<file path="config.mk">
export PLATFORM = sky130hd
export DESIGN_NAME = board_ctl_regs
export DESIGN_NICKNAME = d
export VERILOG_FILES = /design/src/rtl/board_ctl_pkg.sv /design/src/rtl/board_ctl_decode.sv /design/src/rtl/board_ctl_display.sv /design/src/rtl/board_ctl_i2c.sv /design/src/rtl/board_ctl_regs.sv
export SDC_FILE = /design/constraint.sdc
export NUM_CORES = 1
export LEC_CHECK = 0
export BUFFER_PORTS_ARGS = -buffer_cell sky130_fd_sc_hd__buf_4
export CAP_MARGIN = 40
export CORE_UTILIZATION = 40
export DETAILED_ROUTE_END_ITERATION = 10
export SETUP_SLACK_MARGIN = 0.3
export SLEW_MARGIN = 15
export SYNTH_ARGS = -nofsm -noshare
export SYNTH_HDL_FRONTEND = slang
export SYNTH_SLANG_ARGS = --single-unit
</file>
<file path="constraint.sdc">
create_clock -name clk -period 7.2 [get_ports clk]
set_input_delay 0.36 -clock clk [delete_from_list [all_inputs] [get_ports clk]]
set_output_delay 0.36 -clock clk [all_outputs]
set_load 0.03 [all_outputs]
</file>
<file path="src/rtl/board_ctl_pkg.sv">
package board_ctl_pkg;

  localparam int unsigned OFF_W      = 20;
  localparam int unsigned STRIDE_SH  = 3;   // position registers 8 bytes apart

  typedef logic [OFF_W-1:0] off_t;

  localparam off_t OFF_SWITCH  = 20'h00000;
  localparam off_t OFF_LED     = 20'h00010;
  localparam off_t OFF_HEXWORD = 20'h00400;
  localparam off_t OFF_CHAR0   = 20'h00418;
  localparam off_t OFF_SOFTRST = 20'h00500;
  localparam off_t OFF_GPO     = 20'h00A00;
  localparam off_t OFF_I2C_OE  = 20'h00B00;
  localparam off_t OFF_I2C_IN  = 20'h00B08;
  localparam off_t OFF_I2C_OUT = 20'h00B10;
  localparam off_t OFF_I2C_SEL = 20'h00B18;

  localparam logic [31:0] SOFTRST_KEY = 32'h0000_0042;
  localparam logic [7:0]  ASCII_SPACE = 8'h20;

  typedef enum logic [3:0] {
    SEL_NONE,
    SEL_SWITCH,
    SEL_LED,
    SEL_HEXWORD,
    SEL_CHAR,
    SEL_SOFTRST,
    SEL_GPO,
    SEL_I2C_OE,
    SEL_I2C_IN,
    SEL_I2C_OUT,
    SEL_I2C_SEL
  } sel_e;

  // One nibble to its uppercase ASCII hex digit.
  function automatic logic [7:0] nib2ascii(input logic [3:0] n);
    if (n < 4'd10) return 8'(n) + 8'h30;
    else           return 8'(n) + 8'h37;
  endfunction

endpackage

</file>
<file path="src/rtl/board_ctl_decode.sv">
module board_ctl_decode
  import board_ctl_pkg::*;
#(
  parameter int unsigned CELLS = 8,
  localparam int unsigned IDX_W = (CELLS > 1) ? $clog2(CELLS) : 1
) (
  input  off_t             off,
  output sel_e             sel,
  output logic [IDX_W-1:0] idx
);

  off_t delta;

  always_comb begin
    delta = off - OFF_CHAR0;
    sel   = SEL_NONE;
    idx   = '0;
    unique case (off)
      OFF_SWITCH:  sel = SEL_SWITCH;
      OFF_LED:     sel = SEL_LED;
      OFF_HEXWORD: sel = SEL_HEXWORD;
      OFF_SOFTRST: sel = SEL_SOFTRST;
      OFF_GPO:     sel = SEL_GPO;
      OFF_I2C_OE:  sel = SEL_I2C_OE;
      OFF_I2C_IN:  sel = SEL_I2C_IN;
      OFF_I2C_OUT: sel = SEL_I2C_OUT;
      OFF_I2C_SEL: sel = SEL_I2C_SEL;
      default: begin
        if (off >= OFF_CHAR0 &&
            delta[STRIDE_SH-1:0] == '0 &&
            delta[OFF_W-1:STRIDE_SH] < (OFF_W-STRIDE_SH)'(CELLS)) begin
          sel = SEL_CHAR;
          idx = delta[STRIDE_SH +: IDX_W];
        end
      end
    endcase
  end

endmodule

</file>
<file path="src/rtl/board_ctl_display.sv">
module board_ctl_display
  import board_ctl_pkg::*;
#(
  parameter int unsigned CELLS  = 8,
  parameter int unsigned DATA_W = 32,
  localparam int unsigned IDX_W = (CELLS > 1) ? $clog2(CELLS) : 1
) (
  input  logic               clk,
  input  logic               rst,
  input  logic               hex_we,
  input  logic               char_we,
  input  logic [IDX_W-1:0]   idx,
  input  logic [DATA_W-1:0]  wdata,
  output logic [7:0]         rd_char,
  output logic [8*CELLS-1:0] cells_o
);

  logic [7:0] cell_q [CELLS];

  for (genvar k = 0; k < CELLS; k++) begin : g_cell
    always_ff @(posedge clk) begin
      if (rst)
        cell_q[k] <= ASCII_SPACE;
      else if (hex_we)
        cell_q[k] <= nib2ascii(wdata[4*(CELLS-1-k) +: 4]);
      else if (char_we && idx == IDX_W'(k))
        cell_q[k] <= wdata[7:0];
    end

    assign cells_o[8*k +: 8] = cell_q[k];

    // after a hex-word write each cell is a hex digit
    p_hex_digit_r3: assert property (@(posedge clk) disable iff (rst)
      hex_we |=> ((cell_q[k] >= 8'h30 && cell_q[k] <= 8'h39) ||
                  (cell_q[k] >= 8'h41 && cell_q[k] <= 8'h46)));
  end

  assign rd_char = cell_q[idx];

  // cells hold unless a display write was accepted
  p_disp_hold_r4: assert property (@(posedge clk) disable iff (rst)
    (!hex_we && !char_we) |=> $stable(cells_o));

endmodule

</file>
<file path="src/rtl/board_ctl_i2c.sv">
module board_ctl_i2c #(
  parameter int unsigned SYNC_STAGES = 2
) (
  input  logic       clk,
  input  logic       rst,
  input  logic       oe_we,
  input  logic       out_we,
  input  logic       in_we,
  input  logic       sel_we,
  input  logic [7:0] wdata,
  input  logic       sda_i,
  output logic [1:0] oe_o,
  output logic       scl_o,
  output logic       sda_o,
  output logic       sel_o,
  output logic [7:0] in_word
);

  logic [7:0] in_q;
  logic       sda_sync;

  always_ff @(posedge clk) begin
    if (rst) begin
      oe_o  <= '0;
      scl_o <= 1'b0;
      sda_o <= 1'b0;
      sel_o <= 1'b0;
      in_q  <= '0;
    end else begin
      if (oe_we)  oe_o  <= wdata[1:0];
      if (out_we) begin
        scl_o <= wdata[1];
        sda_o <= wdata[0];
      end
      if (sel_we) sel_o <= wdata[0];
      if (in_we)  in_q  <= wdata;
    end
  end

  if (SYNC_STAGES == 0) begin : g_nosync
    assign sda_sync = sda_i;
  end else begin : g_sync
    logic [SYNC_STAGES-1:0] chain_q;
    always_ff @(posedge clk) begin
      if (rst) chain_q <= '0;
      else     chain_q <= {chain_q[SYNC_STAGES-2:0], sda_i};
    end
    assign sda_sync = chain_q[SYNC_STAGES-1];
  end

  assign in_word = {in_q[7:1], sda_sync};

  // the I2C lines move only after a write to the output register
  p_i2c_hold_r9: assert property (@(posedge clk) disable iff (rst)
    !out_we |=> $stable({scl_o, sda_o}));

endmodule

</file>
<file path="src/rtl/board_ctl_regs.sv">
module board_ctl_regs
  import board_ctl_pkg::*;
#(
  parameter int unsigned ADDR_W      = 32,
  parameter int unsigned DATA_W      = 32,
  parameter int unsigned LED_W       = 8,
  parameter int unsigned GPO_W       = 8,
  parameter int unsigned SYNC_STAGES = 2,
  localparam int unsigned CELLS      = DATA_W / 4
) (
  input  logic               clk,
  input  logic               rst,
  input  logic               req_valid,
  input  logic               req_write,
  input  logic [ADDR_W-1:0]  req_addr,
  input  logic [DATA_W-1:0]  req_wdata,
  output logic               rd_valid,
  output logic [DATA_W-1:0]  rd_data,
  output logic               rd_err,
  output logic [LED_W-1:0]   led_o,
  output logic [8*CELLS-1:0] disp_chars_o,
  output logic               soft_rst_req_o,
  output logic [GPO_W-1:0]   gpo_o,
  output logic [1:0]         i2c_oe_o,
  output logic               i2c_scl_o,
  output logic               i2c_sda_o,
  output logic               i2c_sel_o,
  input  logic               i2c_sda_i
);

  localparam int unsigned IDX_W = (CELLS > 1) ? $clog2(CELLS) : 1;

  off_t             off;
  sel_e             sel;
  logic [IDX_W-1:0] idx;
  logic             wr, rd;
  logic [7:0]       rd_char;
  logic [7:0]       i2c_in_word;
  logic [DATA_W-1:0] rdata_n;
  logic             unused_addr;

  assign off         = req_addr[OFF_W-1:0];
  assign unused_addr = ^req_addr[ADDR_W-1:OFF_W];
  assign wr          = req_valid &&  req_write;
  assign rd          = req_valid && !req_write;

  board_ctl_decode #(.CELLS(CELLS)) u_dec (
    .off (off),
    .sel (sel),
    .idx (idx)
  );

  board_ctl_display #(.CELLS(CELLS), .DATA_W(DATA_W)) u_disp (
    .clk     (clk),
    .rst     (rst),
    .hex_we  (wr && sel == SEL_HEXWORD),
    .char_we (wr && sel == SEL_CHAR),
    .idx     (idx),
    .wdata   (req_wdata),
    .rd_char (rd_char),
    .cells_o (disp_chars_o)
  );

  board_ctl_i2c #(.SYNC_STAGES(SYNC_STAGES)) u_i2c (
    .clk     (clk),
    .rst     (rst),
    .oe_we   (wr && sel == SEL_I2C_OE),
    .out_we  (wr && sel == SEL_I2C_OUT),
    .in_we   (wr && sel == SEL_I2C_IN),
    .sel_we  (wr && sel == SEL_I2C_SEL),
    .wdata   (req_wdata[7:0]),
    .sda_i   (i2c_sda_i),
    .oe_o    (i2c_oe_o),
    .scl_o   (i2c_scl_o),
    .sda_o   (i2c_sda_o),
    .sel_o   (i2c_sel_o),
    .in_word (i2c_in_word)
  );

  // Plain registers owned by the top level
  always_ff @(posedge clk) begin
    if (rst) begin
      led_o          <= '0;
      gpo_o          <= '0;
      soft_rst_req_o <= 1'b0;
    end else begin
      if (wr && sel == SEL_LED) led_o <= req_wdata[LED_W-1:0];
      if (wr && sel == SEL_GPO) gpo_o <= req_wdata[GPO_W-1:0];
      soft_rst_req_o <= wr && sel == SEL_SOFTRST &&
                        req_wdata == DATA_W'(SOFTRST_KEY);
    end
  end

  // Read data selection
  always_comb begin
    rdata_n = '0;
    unique case (sel)
      SEL_LED:     rdata_n = DATA_W'(led_o);
      SEL_CHAR:    rdata_n = DATA_W'(rd_char);
      SEL_GPO:     rdata_n = DATA_W'(gpo_o);
      SEL_I2C_OE:  rdata_n = DATA_W'(i2c_oe_o);
      SEL_I2C_IN:  rdata_n = DATA_W'(i2c_in_word);
      SEL_I2C_OUT: rdata_n = DATA_W'({i2c_scl_o, i2c_sda_o});
      SEL_I2C_SEL: rdata_n = DATA_W'(i2c_sel_o);
      default:     rdata_n = '0;
    endcase
  end

  always_ff @(posedge clk) begin
    if (rst) begin
      rd_valid <= 1'b0;
      rd_err   <= 1'b0;
      rd_data  <= '0;
    end else begin
      rd_valid <= rd;
      rd_err   <= rd && sel == SEL_NONE;
      rd_data  <= rd ? rdata_n : '0;
    end
  end

  // response exactly one cycle after each read request
  p_rsp_after_rd_r1: assert property (@(posedge clk) disable iff (rst)
    (req_valid && !req_write) |=> rd_valid);
  p_no_rsp_r1: assert property (@(posedge clk) disable iff (rst)
    !(req_valid && !req_write) |=> !rd_valid);

  // an error response carries zero data
  p_err_zero_r11: assert property (@(posedge clk) disable iff (rst)
    rd_err |-> (rd_valid && rd_data == '0));

  // reset request only after a keyed write to the soft-reset offset
  p_srst_key_r7: assert property (@(posedge clk) disable iff (rst)
    soft_rst_req_o |-> $past(req_valid && req_write &&
                             req_addr[OFF_W-1:0] == OFF_SOFTRST &&
                             req_wdata == DATA_W'(SOFTRST_KEY)));

  // LED byte holds without a write to its offset
  p_led_hold_r2: assert property (@(posedge clk) disable iff (rst)
    !(req_valid && req_write && req_addr[OFF_W-1:0] == OFF_LED) |=> $stable(led_o));

endmodule

</file>
==> report_table.html, run 1 <==
<table>
<tr><th>Metric</th><th>Value</th></tr>
<tr><th colspan="2">Status</th></tr>
<tr><td>Run status</td><td>completed</td></tr>
<tr><th colspan="2">Flow run</th></tr>
<tr><td>Max-cap check violation count</td><td>0</td></tr>
<tr><th colspan="2">Synth</th></tr>
<tr><td>Leading cell types by total area after synthesis</td><td>sky130_fd_sc_hd__edfxtp_1 (28%), sky130_fd_sc_hd__dfxtp_1 (12%), sky130_fd_sc_hd__a21oi_1 (4.4%), sky130_fd_sc_hd__nand2_1 (3.5%), sky130_fd_sc_hd__o21ai_0 (3.2%)</td></tr>
<tr><td>Biggest area consumer among synthesized cells</td><td>sky130_fd_sc_hd__edfxtp_1</td></tr>
<tr><td>Post-synth ARST share</td><td>0</td></tr>
<tr><td>Cell Area, Synth</td><td>6770 um^2</td></tr>
<tr><td>Cells after Synth</td><td>747</td></tr>
<tr><td>Dominant synthesized flop cell</td><td>sky130_fd_sc_hd__edfxtp_1</td></tr>
<tr><td>Most frequent cell after synthesis</td><td>sky130_fd_sc_hd__edfxtp_1</td></tr>
<tr><td>EDFF count, synth</td><td>64</td></tr>
<tr><td>Mean instance size in the synthesized netlist</td><td>9.06 um^2</td></tr>
<tr><td>Sequential area share after synthesis</td><td>0.405</td></tr>
<tr><td>Proportion of netlist area held by the largest area contributor</td><td>0.284</td></tr>
<tr><td>FF+latch count, synth</td><td>105</td></tr>
<tr><td>Number of unique standard cell types used by synthesis</td><td>78</td></tr>
<tr><td>Synthesis warning total</td><td>0</td></tr>
<tr><td>Top post-synthesis cells by count</td><td>sky130_fd_sc_hd__edfxtp_1 (64), sky130_fd_sc_hd__nand2_1 (63), sky130_fd_sc_hd__a21oi_1 (59)</td></tr>
<tr><th colspan="2">Floorplan</th></tr>
<tr><td>Count of boundary I/O pins</td><td>189</td></tr>
<tr><td>Starting density of the core</td><td>0.409</td></tr>
<tr><td>Die boundary width</td><td>132 um</td></tr>
<tr><td>Core box area</td><td>16500 um^2</td></tr>
<tr><td>Overall die area</td><td>17400 um^2</td></tr>
<tr><td>Die boundary height</td><td>132 um</td></tr>
<tr><td>Standard-cell rows</td><td>47</td></tr>
<tr><th colspan="2">Clocking</th></tr>
<tr><td>Source-to-sink clock delay at the later pin of the worst-skew pair</td><td>0.35 ns</td></tr>
<tr><td>Count of hold-fix buffers inserted at cts</td><td>0</td></tr>
<tr><td>Root buffer cell</td><td>sky130_fd_sc_hd__clkbuf_16</td></tr>
<tr><td>Post-cts sizing count</td><td>0</td></tr>
<tr><td>TritonCTS clock tree</td><td>yes</td></tr>
<tr><td>Post CTS Setup Buffer Count</td><td>0</td></tr>
<tr><td>Number of buffers created by CTS</td><td>9</td></tr>
<tr><td>Clock transition time at the flip-flop clock pins of the worst setup and hold paths</td><td>0.07 ns</td></tr>
<tr><td>H-tree depth reported by CTS</td><td>3</td></tr>
<tr><td>Deepest clock path buffer count</td><td>2</td></tr>
<tr><td>Clk sinks</td><td>105</td></tr>
<tr><th colspan="2">STA</th></tr>
<tr><td>Count of endpoints failing hold in the final timing report</td><td>0</td></tr>
<tr><td>Worst hold margin</td><td>0.226 ns</td></tr>
<tr><td>Least-Margin Pin Slew</td><td>0.796 ns</td></tr>
<tr><td>Max-slew violation count</td><td>0</td></tr>
<tr><td>Largest clock skew in the final design</td><td>0.00769 ns</td></tr>
<tr><td>Crit share post-route</td><td>0.567</td></tr>
<tr><td>Setup repair after global routing missed its margin</td><td>no</td></tr>
<tr><td>Final setup slack of the worst path</td><td>3.12 ns</td></tr>
<tr><td>Clock period minus worst slack</td><td>4.08 ns</td></tr>
<tr><td>Aggregate negative setup slack</td><td>0 ns</td></tr>
<tr><td>Maximum clock rate</td><td>245 MHz</td></tr>
<tr><td>Slew HR</td><td>0.462</td></tr>
<tr><td>Setup-violating endpoint count in the final report</td><td>0</td></tr>
<tr><th colspan="2">Final layout</th></tr>
<tr><td>Number of nets at the end of the flow</td><td>960</td></tr>
<tr><td>Layout cells sized above 1</td><td>0.251</td></tr>
<tr><td>Post-synthesis to final-layout area growth</td><td>22.6%</td></tr>
<tr><td>Number of antenna repair diodes</td><td>0</td></tr>
<tr><td>Filler Cells Inserted</td><td>1573</td></tr>
<tr><td>Final cell utilization of the core</td><td>0.502</td></tr>
<tr><th colspan="2">Power</th></tr>
<tr><td>Leakage power total</td><td>3.19 nW</td></tr>
<tr><td>Total power</td><td>1.40 mW</td></tr>
<tr><td>Areal power density over the cells</td><td>169 nW/um^2</td></tr>
<tr><td>Peak VDD IR</td><td>0.117 mV</td></tr>
<tr><th colspan="2">Global route</th></tr>
<tr><td>Maximum number of pins on one net before global-route repair</td><td>36</td></tr>
<tr><td>Wire length of the first global-routing pass</td><td>34500 um</td></tr>
<tr><td>Vias in the first global route</td><td>6146</td></tr>
<tr><td>Initial antenna violation count</td><td>0</td></tr>
<tr><td>Overall fraction of global-route tracks in use</td><td>0.256</td></tr>
<tr><td>Total congestion overflow</td><td>0</td></tr>
<tr><th colspan="2">Setup path</th></tr>
<tr><td>Slack of the worst reg-to-reg path</td><td>5.60 ns</td></tr>
<tr><td>Worst setup path startpoint</td><td>req_addr[5]</td></tr>
<tr><td>Startpoint class of the critical path</td><td>input port</td></tr>
<tr><td>Type of destination of the critical path</td><td>flop</td></tr>
<tr><td>Launch instance of the worst register-to-register path</td><td>led_o[2]</td></tr>
<tr><td>Category of the critical setup timing path</td><td>in2reg</td></tr>
<tr><td>RR Endpoint</td><td>rd_data[2]</td></tr>
<tr><td>Critical path peak fanout</td><td>12</td></tr>
<tr><td>Crit path DAT</td><td>4.14 ns</td></tr>
<tr><td>Critical path data required time</td><td>7.26 ns</td></tr>
<tr><td>Cell count of the worst reg-to-reg path</td><td>4</td></tr>
<tr><td>Capture point of the critical path</td><td>u_disp.cell_q[0][4]</td></tr>
<tr><th colspan="2">Detailed routing</th></tr>
<tr><td>Average detailed-routed wire length per instance</td><td>20.6 um</td></tr>
<tr><td>Vias per Instance</td><td>5.90</td></tr>
<tr><td>Detailed-route via count</td><td>6489</td></tr>
<tr><td>First DRT Iteration DRCs</td><td>569</td></tr>
<tr><td>Routed wire length</td><td>22700 um</td></tr>
<tr><td>Router iterations before antenna repair</td><td>5</td></tr>
<tr><td>Number of DRC violations after detailed routing</td><td>0</td></tr>
<tr><td>Antenna viol nets, final</td><td>0</td></tr>
<tr><th colspan="2">Placed design</th></tr>
<tr><td>Detail Placement HPWL</td><td>17300 um</td></tr>
<tr><td>Number of input and output port buffers inserted</td><td>152</td></tr>
<tr><td>Pre-CTS setup slack</td><td>2.83 ns</td></tr>
<tr><td>Global placement routability congestion</td><td>0.948</td></tr>
<tr><th colspan="2">Min path</th></tr>
<tr><td>Hold/Removal Path Class</td><td>in2reg</td></tr>
</table>
per-stage QoR:
stage               instance area, um^2  instances
floorplan                          6850        770
global placement                   7950       1075
detailed placement                 8010       1082
CTS                                8280       1098
global route                       8290       1099
finish                             8290       1099
sequential cells by signal (all words and copies together), names as in the netlist:
name                  flops
rd_err                    1
soft_rst_req_o            1
u_i2c.oe_o                2
u_i2c.sel_o               1
u_i2c.sda_o               1
gpo_o                     8
rd_data                   8
u_i2c.in_q                7
rd_valid                  1
led_o                     8
u_disp.cell_q            64
u_i2c.g_sync.chain_q      2
u_i2c.scl_o               1
placed cells by master (no fill, tap or decap), types with 4 or more instances in the layout:
master                      netlist  layout
sky130_fd_sc_hd__a31oi_1         12      12
sky130_fd_sc_hd__xnor2_1         11      11
sky130_fd_sc_hd__nor2b_1          9       9
sky130_fd_sc_hd__o21ai_1          4       4
sky130_fd_sc_hd__o2111ai_1        6       6
sky130_fd_sc_hd__edfxtp_1        64      64
sky130_fd_sc_hd__a32o_1           9       9
sky130_fd_sc_hd__nor4_1           9       8
sky130_fd_sc_hd__a22o_1          14      14
sky130_fd_sc_hd__nor3_1          17      17
sky130_fd_sc_hd__nand3_1         34      34
sky130_fd_sc_hd__o2bb2ai_1        6       6
sky130_fd_sc_hd__buf_2            3       4
sky130_fd_sc_hd__o211ai_1        10      10
sky130_fd_sc_hd__o41ai_1          8       7
sky130_fd_sc_hd__nor4_4           6       6
sky130_fd_sc_hd__ha_1            17      17
sky130_fd_sc_hd__or4_1            4       4
sky130_fd_sc_hd__or3_1           13      13
sky130_fd_sc_hd__a222oi_1         6       6
sky130_fd_sc_hd__mux2i_1         16      16
sky130_fd_sc_hd__nand2b_1         5       5
sky130_fd_sc_hd__clkbuf_16        0       9
sky130_fd_sc_hd__nor2_1          55      55
sky130_fd_sc_hd__nand2_1         63      63
sky130_fd_sc_hd__inv_1           37      37
sky130_fd_sc_hd__buf_4           25     162
sky130_fd_sc_hd__a21oi_1         59      59
sky130_fd_sc_hd__or2_2           13      13
sky130_fd_sc_hd__and2_1          10      10
sky130_fd_sc_hd__a41oi_1          4       4
sky130_fd_sc_hd__dfxtp_1         41      41
sky130_fd_sc_hd__o32ai_1          6       6
sky130_fd_sc_hd__nand4_1          5       5
sky130_fd_sc_hd__conb_1           1      24
sky130_fd_sc_hd__o21ai_0         43      43
worst max-delay path, stage by stage:
cell and delay, ns:
sky130_fd_sc_hd__buf_4 0.14, sky130_fd_sc_hd__nor3_2 0.41, sky130_fd_sc_hd__a31oi_1 0.33, sky130_fd_sc_hd__mux2i_1 0.27, sky130_fd_sc_hd__nand4_1 0.50, sky130_fd_sc_hd__or3b_1 0.82
sky130_fd_sc_hd__nor2_2 0.36, sky130_fd_sc_hd__nand2_1 0.13, sky130_fd_sc_hd__o21ai_0 0.49, sky130_fd_sc_hd__buf_2 0.29
kinds of logic after synthesis:
logic type,count (synthesis),synth area share
xor+xnor,12,0.0155
mux,17,0.0253
other cells,1,0.000554
buf+inv,114,0.0821
compound gates,215,0.223
fa+ha+maj,17,0.0314
simple gates,266,0.216
flops,105,0.405
how the worst min path moves through the flow:
stage,from,end,slack (ns),cells after the start
after floorplan,u_i2c.g_sync.chain_q[0],u_i2c.g_sync.chain_q[1],0.41,1
after global placement,u_i2c.in_q[1],u_i2c.in_q[1],0.44,2
after detailed placement,u_i2c.g_sync.chain_q[0],u_i2c.g_sync.chain_q[1],0.43,1
after CTS,i2c_sda_i,u_i2c.g_sync.chain_q[0],0.22,2
after global routing,i2c_sda_i,u_i2c.g_sync.chain_q[0],0.23,2
final,i2c_sda_i,u_i2c.g_sync.chain_q[0],0.23,2
layer usage:
metal,global-route usage,part of all wire,wire (um),up-vias
li1,-,-,-,2994
met1,0.340,0.43,9730,3100
met2,0.414,0.46,10400,345
met3,0.0458,0.080,1820,50
met4,0.103,0.031,705,0
met5,0,0,0,-
final cells by class:
cell class | instances | area (um^2) | share of cell area
inverter | 38 | 143 | 0.0172
clock inverter | 5 | 30.0 | 0.00362
tap | 220 | 275 | 0.0332
clock buffer | 11 | 243 | 0.0293
multi-input combinational | 551 | 3580 | 0.432
timing repair buffer | 169 | 1280 | 0.154
sequential | 105 | 2740 | 0.331
power by group:
part           switching [mW]  leakage [nW]  internal [mW]
Combinational           0.177          2.10         0.0845
Clock                   0.223         0.140          0.243
Sequential             0.0177         0.943          0.656
Total                   0.418          3.19          0.983
No activity file was read; power rests on OpenSTA's default activity.
==> run 2, diff against run 1 <==
--- a/config.mk
+++ b/config.mk
@@ -5,6 +5,7 @@
 export SDC_FILE = /design/constraint.sdc
 export NUM_CORES = 1
 export LEC_CHECK = 0
+export ABC_AREA = 1
 export BUFFER_PORTS_ARGS = -buffer_cell sky130_fd_sc_hd__buf_4
 export CAP_MARGIN = 40
 export CORE_UTILIZATION = 40
==> constraint.sdc (replaced) <==
create_clock -name clk -period 3.85 [get_ports clk]
set_input_delay 0.1925 -clock clk [delete_from_list [all_inputs] [get_ports clk]]
set_output_delay 0.1925 -clock clk [all_outputs]
set_load 0.03 [all_outputs]
==> run 2 against run 1 <==
Clock power up 120%. Hold slack got worse by 0.19 ns. Cell count rose by 23%. Synthesized cell count grew 32%. Die area up 4.5%. Critical path type unchanged. Critical endpoint is now u_disp.cell_q[6][1]. Largest cell class unchanged.
==> report_table.html, run 2 <==
<table>
<tr><th>Metric</th><th>Value</th></tr>
<tr><th colspan="2">Floorplan</th></tr>
<tr><td>Overall die area</td><td>18200 um^2 (+4.5%)</td></tr>
<tr><td>Core box area</td><td>17300 um^2 (+4.7%)</td></tr>
<tr><td>Standard-cell rows</td><td>48 (+2.1%)</td></tr>
<tr><td>Die boundary width</td><td>135 um (+2.2%)</td></tr>
<tr><td>Die boundary height</td><td>135 um (+2.2%)</td></tr>
<tr><td>Count of boundary I/O pins</td><td>189 (unchanged)</td></tr>
<tr><td>Starting density of the core</td><td>0.409 (about the same)</td></tr>
<tr><th colspan="2">Final layout</th></tr>
<tr><td>Number of nets at the end of the flow</td><td>1209 (+26%)</td></tr>
<tr><td>Filler Cells Inserted</td><td>1767 (+12%)</td></tr>
<tr><td>Sequential cell area</td><td>2740 um^2 (unchanged)</td></tr>
<tr><td>Number of flip-flops under the largest register name</td><td>64 (unchanged)</td></tr>
<tr><td>Cell area after layout</td><td>8660 um^2 (+4.4%)</td></tr>
<tr><td>Post-synthesis to final-layout area growth</td><td>22.3%</td></tr>
<tr><td>Multi-input combinational cell area</td><td>3460 um^2 (-3.3%)</td></tr>
<tr><td>Number of antenna repair diodes</td><td>0 (unchanged)</td></tr>
<tr><td>Count of non-filler cells in the finished layout</td><td>1353 (+23%)</td></tr>
<tr><td>Commonest cells after routing, fill and taps aside</td><td>sky130_fd_sc_hd__nand2_1 (239), sky130_fd_sc_hd__buf_4 (165), sky130_fd_sc_hd__inv_1 (141), sky130_fd_sc_hd__nor2_1 (75), sky130_fd_sc_hd__nand3_1 (66)</td></tr>
<tr><td>Layout cells sized above 1</td><td>0.203 (-0.0484)</td></tr>
<tr><td>Reg with most FFs</td><td>u_disp.cell_q</td></tr>
<tr><td>Commonest non-fill, non-tap cell in the layout</td><td>sky130_fd_sc_hd__nand2_1</td></tr>
<tr><th colspan="2">STA</th></tr>
<tr><td>Maximum clock rate</td><td>350 MHz</td></tr>
<tr><td>Crit share post-route</td><td>0.742</td></tr>
<tr><td>Slew HR</td><td>0.497 (+0.0345)</td></tr>
<tr><td>Least-Margin Pin Slew</td><td>0.752 ns (-0.0440 ns)</td></tr>
<tr><td>Final setup slack of the worst path</td><td>0.992 ns (-2.13 ns)</td></tr>
<tr><td>Setup repair after global routing missed its margin</td><td>no</td></tr>
<tr><td>Max-slew violation count</td><td>0 (unchanged)</td></tr>
<tr><td>Clock period minus worst slack</td><td>2.86 ns</td></tr>
<tr><td>Count of endpoints failing hold in the final timing report</td><td>0 (unchanged)</td></tr>
<tr><td>Setup-violating endpoint count in the final report</td><td>0 (unchanged)</td></tr>
<tr><td>Largest clock skew in the final design</td><td>0.00615 ns (-0.00154 ns)</td></tr>
<tr><td>Aggregate negative setup slack</td><td>0 ns (unchanged)</td></tr>
<tr><th colspan="2">Detailed routing</th></tr>
<tr><td>WL met3</td><td>1730 um (-4.9%)</td></tr>
<tr><td>Total met2 wirelength after detailed routing</td><td>10400 um (-0.36%)</td></tr>
<tr><td>Met1 Wirelength</td><td>9850 um (+1.2%)</td></tr>
<tr><td>Uppermost layer routed</td><td>met4</td></tr>
<tr><td>Routed wire length</td><td>22600 um (-0.57%)</td></tr>
<tr><td>Detailed-route via count</td><td>7068 (+8.9%)</td></tr>
<tr><td>Router iterations before antenna repair</td><td>5 (unchanged)</td></tr>
<tr><td>Vias per Instance</td><td>5.22 (-12%)</td></tr>
<tr><td>Number of DRC violations after detailed routing</td><td>0 (unchanged)</td></tr>
<tr><td>Average detailed-routed wire length per instance</td><td>16.7 um (-19%)</td></tr>
<tr><td>Antenna viol nets, final</td><td>0 (unchanged)</td></tr>
<tr><td>First DRT Iteration DRCs</td><td>666 (+17%)</td></tr>
<tr><th colspan="2">Clocking</th></tr>
<tr><td>Count of hold-fix buffers inserted at cts</td><td>0 (unchanged)</td></tr>
<tr><td>Clock transition time at the flip-flop clock pins of the worst setup and hold paths</td><td>0.07 ns (about the same)</td></tr>
<tr><td>Source-to-sink clock delay at the later pin of the worst-skew pair</td><td>0.36 ns (about the same)</td></tr>
<tr><td>Number of buffers created by CTS</td><td>9 (unchanged)</td></tr>
<tr><td>Root buffer cell</td><td>sky130_fd_sc_hd__clkbuf_16</td></tr>
<tr><td>Post CTS Setup Buffer Count</td><td>0 (unchanged)</td></tr>
<tr><td>H-tree depth reported by CTS</td><td>3 (unchanged)</td></tr>
<tr><td>Deepest clock path buffer count</td><td>2 (unchanged)</td></tr>
<tr><td>Clk sinks</td><td>105 (unchanged)</td></tr>
<tr><td>TritonCTS clock tree</td><td>yes</td></tr>
<tr><td>Post-cts sizing count</td><td>0 (unchanged)</td></tr>
<tr><th colspan="2">Synth</th></tr>
<tr><td>FF+latch count, synth</td><td>105 (unchanged)</td></tr>
<tr><td>Most frequent cell after synthesis</td><td>sky130_fd_sc_hd__nand2_1</td></tr>
<tr><td>Proportion of netlist area held by the largest area contributor</td><td>0.272 (-0.0125)</td></tr>
<tr><td>Post-synth ARST share</td><td>0 (unchanged)</td></tr>
<tr><td>Mean instance size in the synthesized netlist</td><td>7.19 um^2 (-21%)</td></tr>
<tr><td>Dominant synthesized flop cell</td><td>sky130_fd_sc_hd__edfxtp_1</td></tr>
<tr><td>Biggest area consumer among synthesized cells</td><td>sky130_fd_sc_hd__edfxtp_1</td></tr>
<tr><td>Number of unique standard cell types used by synthesis</td><td>47 (-40%)</td></tr>
<tr><td>Top post-synthesis cells by count</td><td>sky130_fd_sc_hd__nand2_1 (239), sky130_fd_sc_hd__inv_1 (141), sky130_fd_sc_hd__nor2_1 (75)</td></tr>
<tr><td>Leading cell types by total area after synthesis</td><td>sky130_fd_sc_hd__edfxtp_1 (27%), sky130_fd_sc_hd__nand2_1 (13%), sky130_fd_sc_hd__dfxtp_1 (12%), sky130_fd_sc_hd__inv_1 (7.5%), sky130_fd_sc_hd__nand3_1 (4.7%)</td></tr>
<tr><td>EDFF count, synth</td><td>64 (unchanged)</td></tr>
<tr><td>Synthesis warning total</td><td>0 (unchanged)</td></tr>
<tr><td>Cells after Synth</td><td>984 (+32%)</td></tr>
<tr><td>Cell Area, Synth</td><td>7080 um^2 (+4.6%)</td></tr>
<tr><td>Sequential area share after synthesis</td><td>0.387 (-0.0178)</td></tr>
<tr><th colspan="2">Power</th></tr>
<tr><td>Total power</td><td>2.75 mW (+96%)</td></tr>
<tr><td>Peak VDD IR</td><td>0.192 mV (+65%)</td></tr>
<tr><td>Areal power density over the cells</td><td>318 nW/um^2 (+88%)</td></tr>
<tr><td>Leakage power total</td><td>4.12 nW (+29%)</td></tr>
<tr><th colspan="2">Placed design</th></tr>
<tr><td>Dpl cells</td><td>1337 (+24%)</td></tr>
<tr><td>Number of input and output port buffers inserted</td><td>152 (unchanged)</td></tr>
<tr><td>Global placement routability congestion</td><td>0.915 (-3.5%)</td></tr>
<tr><td>Pre-CTS setup slack</td><td>0.604 ns (-2.22 ns)</td></tr>
<tr><td>Post-placement cell area</td><td>8320 um^2 (+3.9%)</td></tr>
<tr><td>Detail Placement HPWL</td><td>17300 um (-0.27%)</td></tr>
<tr><th colspan="2">Global route</th></tr>
<tr><td>Vias in the first global route</td><td>6340 (+3.2%)</td></tr>
<tr><td>Wire length of the first global-routing pass</td><td>34200 um (-0.86%)</td></tr>
<tr><td>Total congestion overflow</td><td>0 (unchanged)</td></tr>
<tr><td>Maximum number of pins on one net before global-route repair</td><td>34 (-5.6%)</td></tr>
<tr><td>Overall fraction of global-route tracks in use</td><td>0.249 (-0.00734)</td></tr>
<tr><td>Initial antenna violation count</td><td>0 (unchanged)</td></tr>
<tr><th colspan="2">Setup path</th></tr>
<tr><td>Crit path DAT</td><td>2.94 ns (-1.20 ns)</td></tr>
<tr><td>Category of the critical setup timing path</td><td>in2reg</td></tr>
<tr><td>Startpoint class of the critical path</td><td>input port</td></tr>
<tr><td>Series of cell instances along the critical path</td><td>buf_4, ha_1, nor2_1, nand3_1, nand2_1, nand2_1, nor2_1, nand2_1, nor2_1, nand2_1, nor2_4, nand2_2, nand2_1, nor3_2, nand2_2, inv_2, nand3b_1, o211ai_1</td></tr>
<tr><td>Worst stage delay on the critical path</td><td>0.32 ns (-0.50 ns)</td></tr>
<tr><td>Critical path data required time</td><td>3.93 ns (-3.33 ns)</td></tr>
<tr><td>Critical path peak fanout</td><td>27 (+15)</td></tr>
<tr><td>Max stage delay cell, worst path</td><td>sky130_fd_sc_hd__inv_2</td></tr>
<tr><td>Type of destination of the critical path</td><td>flop</td></tr>
<tr><td>Slack of the worst reg-to-reg path</td><td>2.55 ns (-3.05 ns)</td></tr>
<tr><td>Most frequent cell on the critical path</td><td>sky130_fd_sc_hd__nand2_1</td></tr>
<tr><th colspan="2">Status</th></tr>
<tr><td>Run status</td><td>completed</td></tr>
<tr><th colspan="2">Min path</th></tr>
<tr><td>Hold/Removal Path Class</td><td>in2reg</td></tr>
<tr><th colspan="2">Flow run</th></tr>
<tr><td>Max-cap check violation count</td><td>0 (unchanged)</td></tr>
</table>
==> run 2: power by group <==
part	internal (mW)	switching (mW)	leakage (nW)	total, mW
registers	1.23	0.0273	0.943	1.25
logic	0.146	0.322	3.01	0.468
clock network	0.590	0.443	0.167	1.03
==> run 2: metrics by stage <==
| step | utilization | hold WS (ns) |
|---|---|---|
| 6_report | 0.501 | 0.0378 |
| 5_1_grt | 0.501 | 0.0335 |
| 4_1_cts | 0.501 | 0.0328 |
| 3_5_place_dp | 0.481 | 0.405 |
| 3_3_place_gp | 0.480 | 0.408 |
| 2_1_floorplan | - | 0.286 |
==> run 2: cell families after synthesis <==
family,Yosys count,synth area share
XOR/XNOR,10,0.0124
buffers and inverters,219,0.136
AND/OR/NAND/NOR,459,0.297
AO/OA/AOI/OAI,173,0.137
flip-flops,105,0.387
other,1,0.000530
adder cells (fa/ha/maj),17,0.0301
==> run 2: final timing paths <==
check,start,end,cells after the start
hold reg to reg,u_i2c.g_sync.chain_q[0],u_i2c.g_sync.chain_q[1],2
setup / recovery,req_addr[3],u_disp.cell_q[6][1],18
setup reg to reg,u_disp.cell_q[7][4],rd_data[4],8
hold / removal,i2c_sda_i,u_i2c.g_sync.chain_q[0],3
==> run 2: cell type report <==
cell class / count / share of cell area
inverter: 159 / 0.0689
clock inverter: 5 / 0.00723
tap: 225 / 0.0325
sequential: 105 / 0.317
timing repair buffer: 165 / 0.143
multi-input combinational: 683 / 0.400
clock buffer: 11 / 0.0318
==> run 2: worst max-delay path: cells and delay by family <==
kind                       cells  cell delay (ns)
AOI/OAI and AO/OA              1             0.10
adders and majority gates      1             0.23
buffers and inverters          2             0.46
and+or+nand+nor               14             1.91
==> run 2: metal layers <==
layer	GRT usage	vias up
li1	-	3476
met1	0.344	3224
met2	0.397	336
met3	0.0221	32
met4	0.109	0
met5	0	-
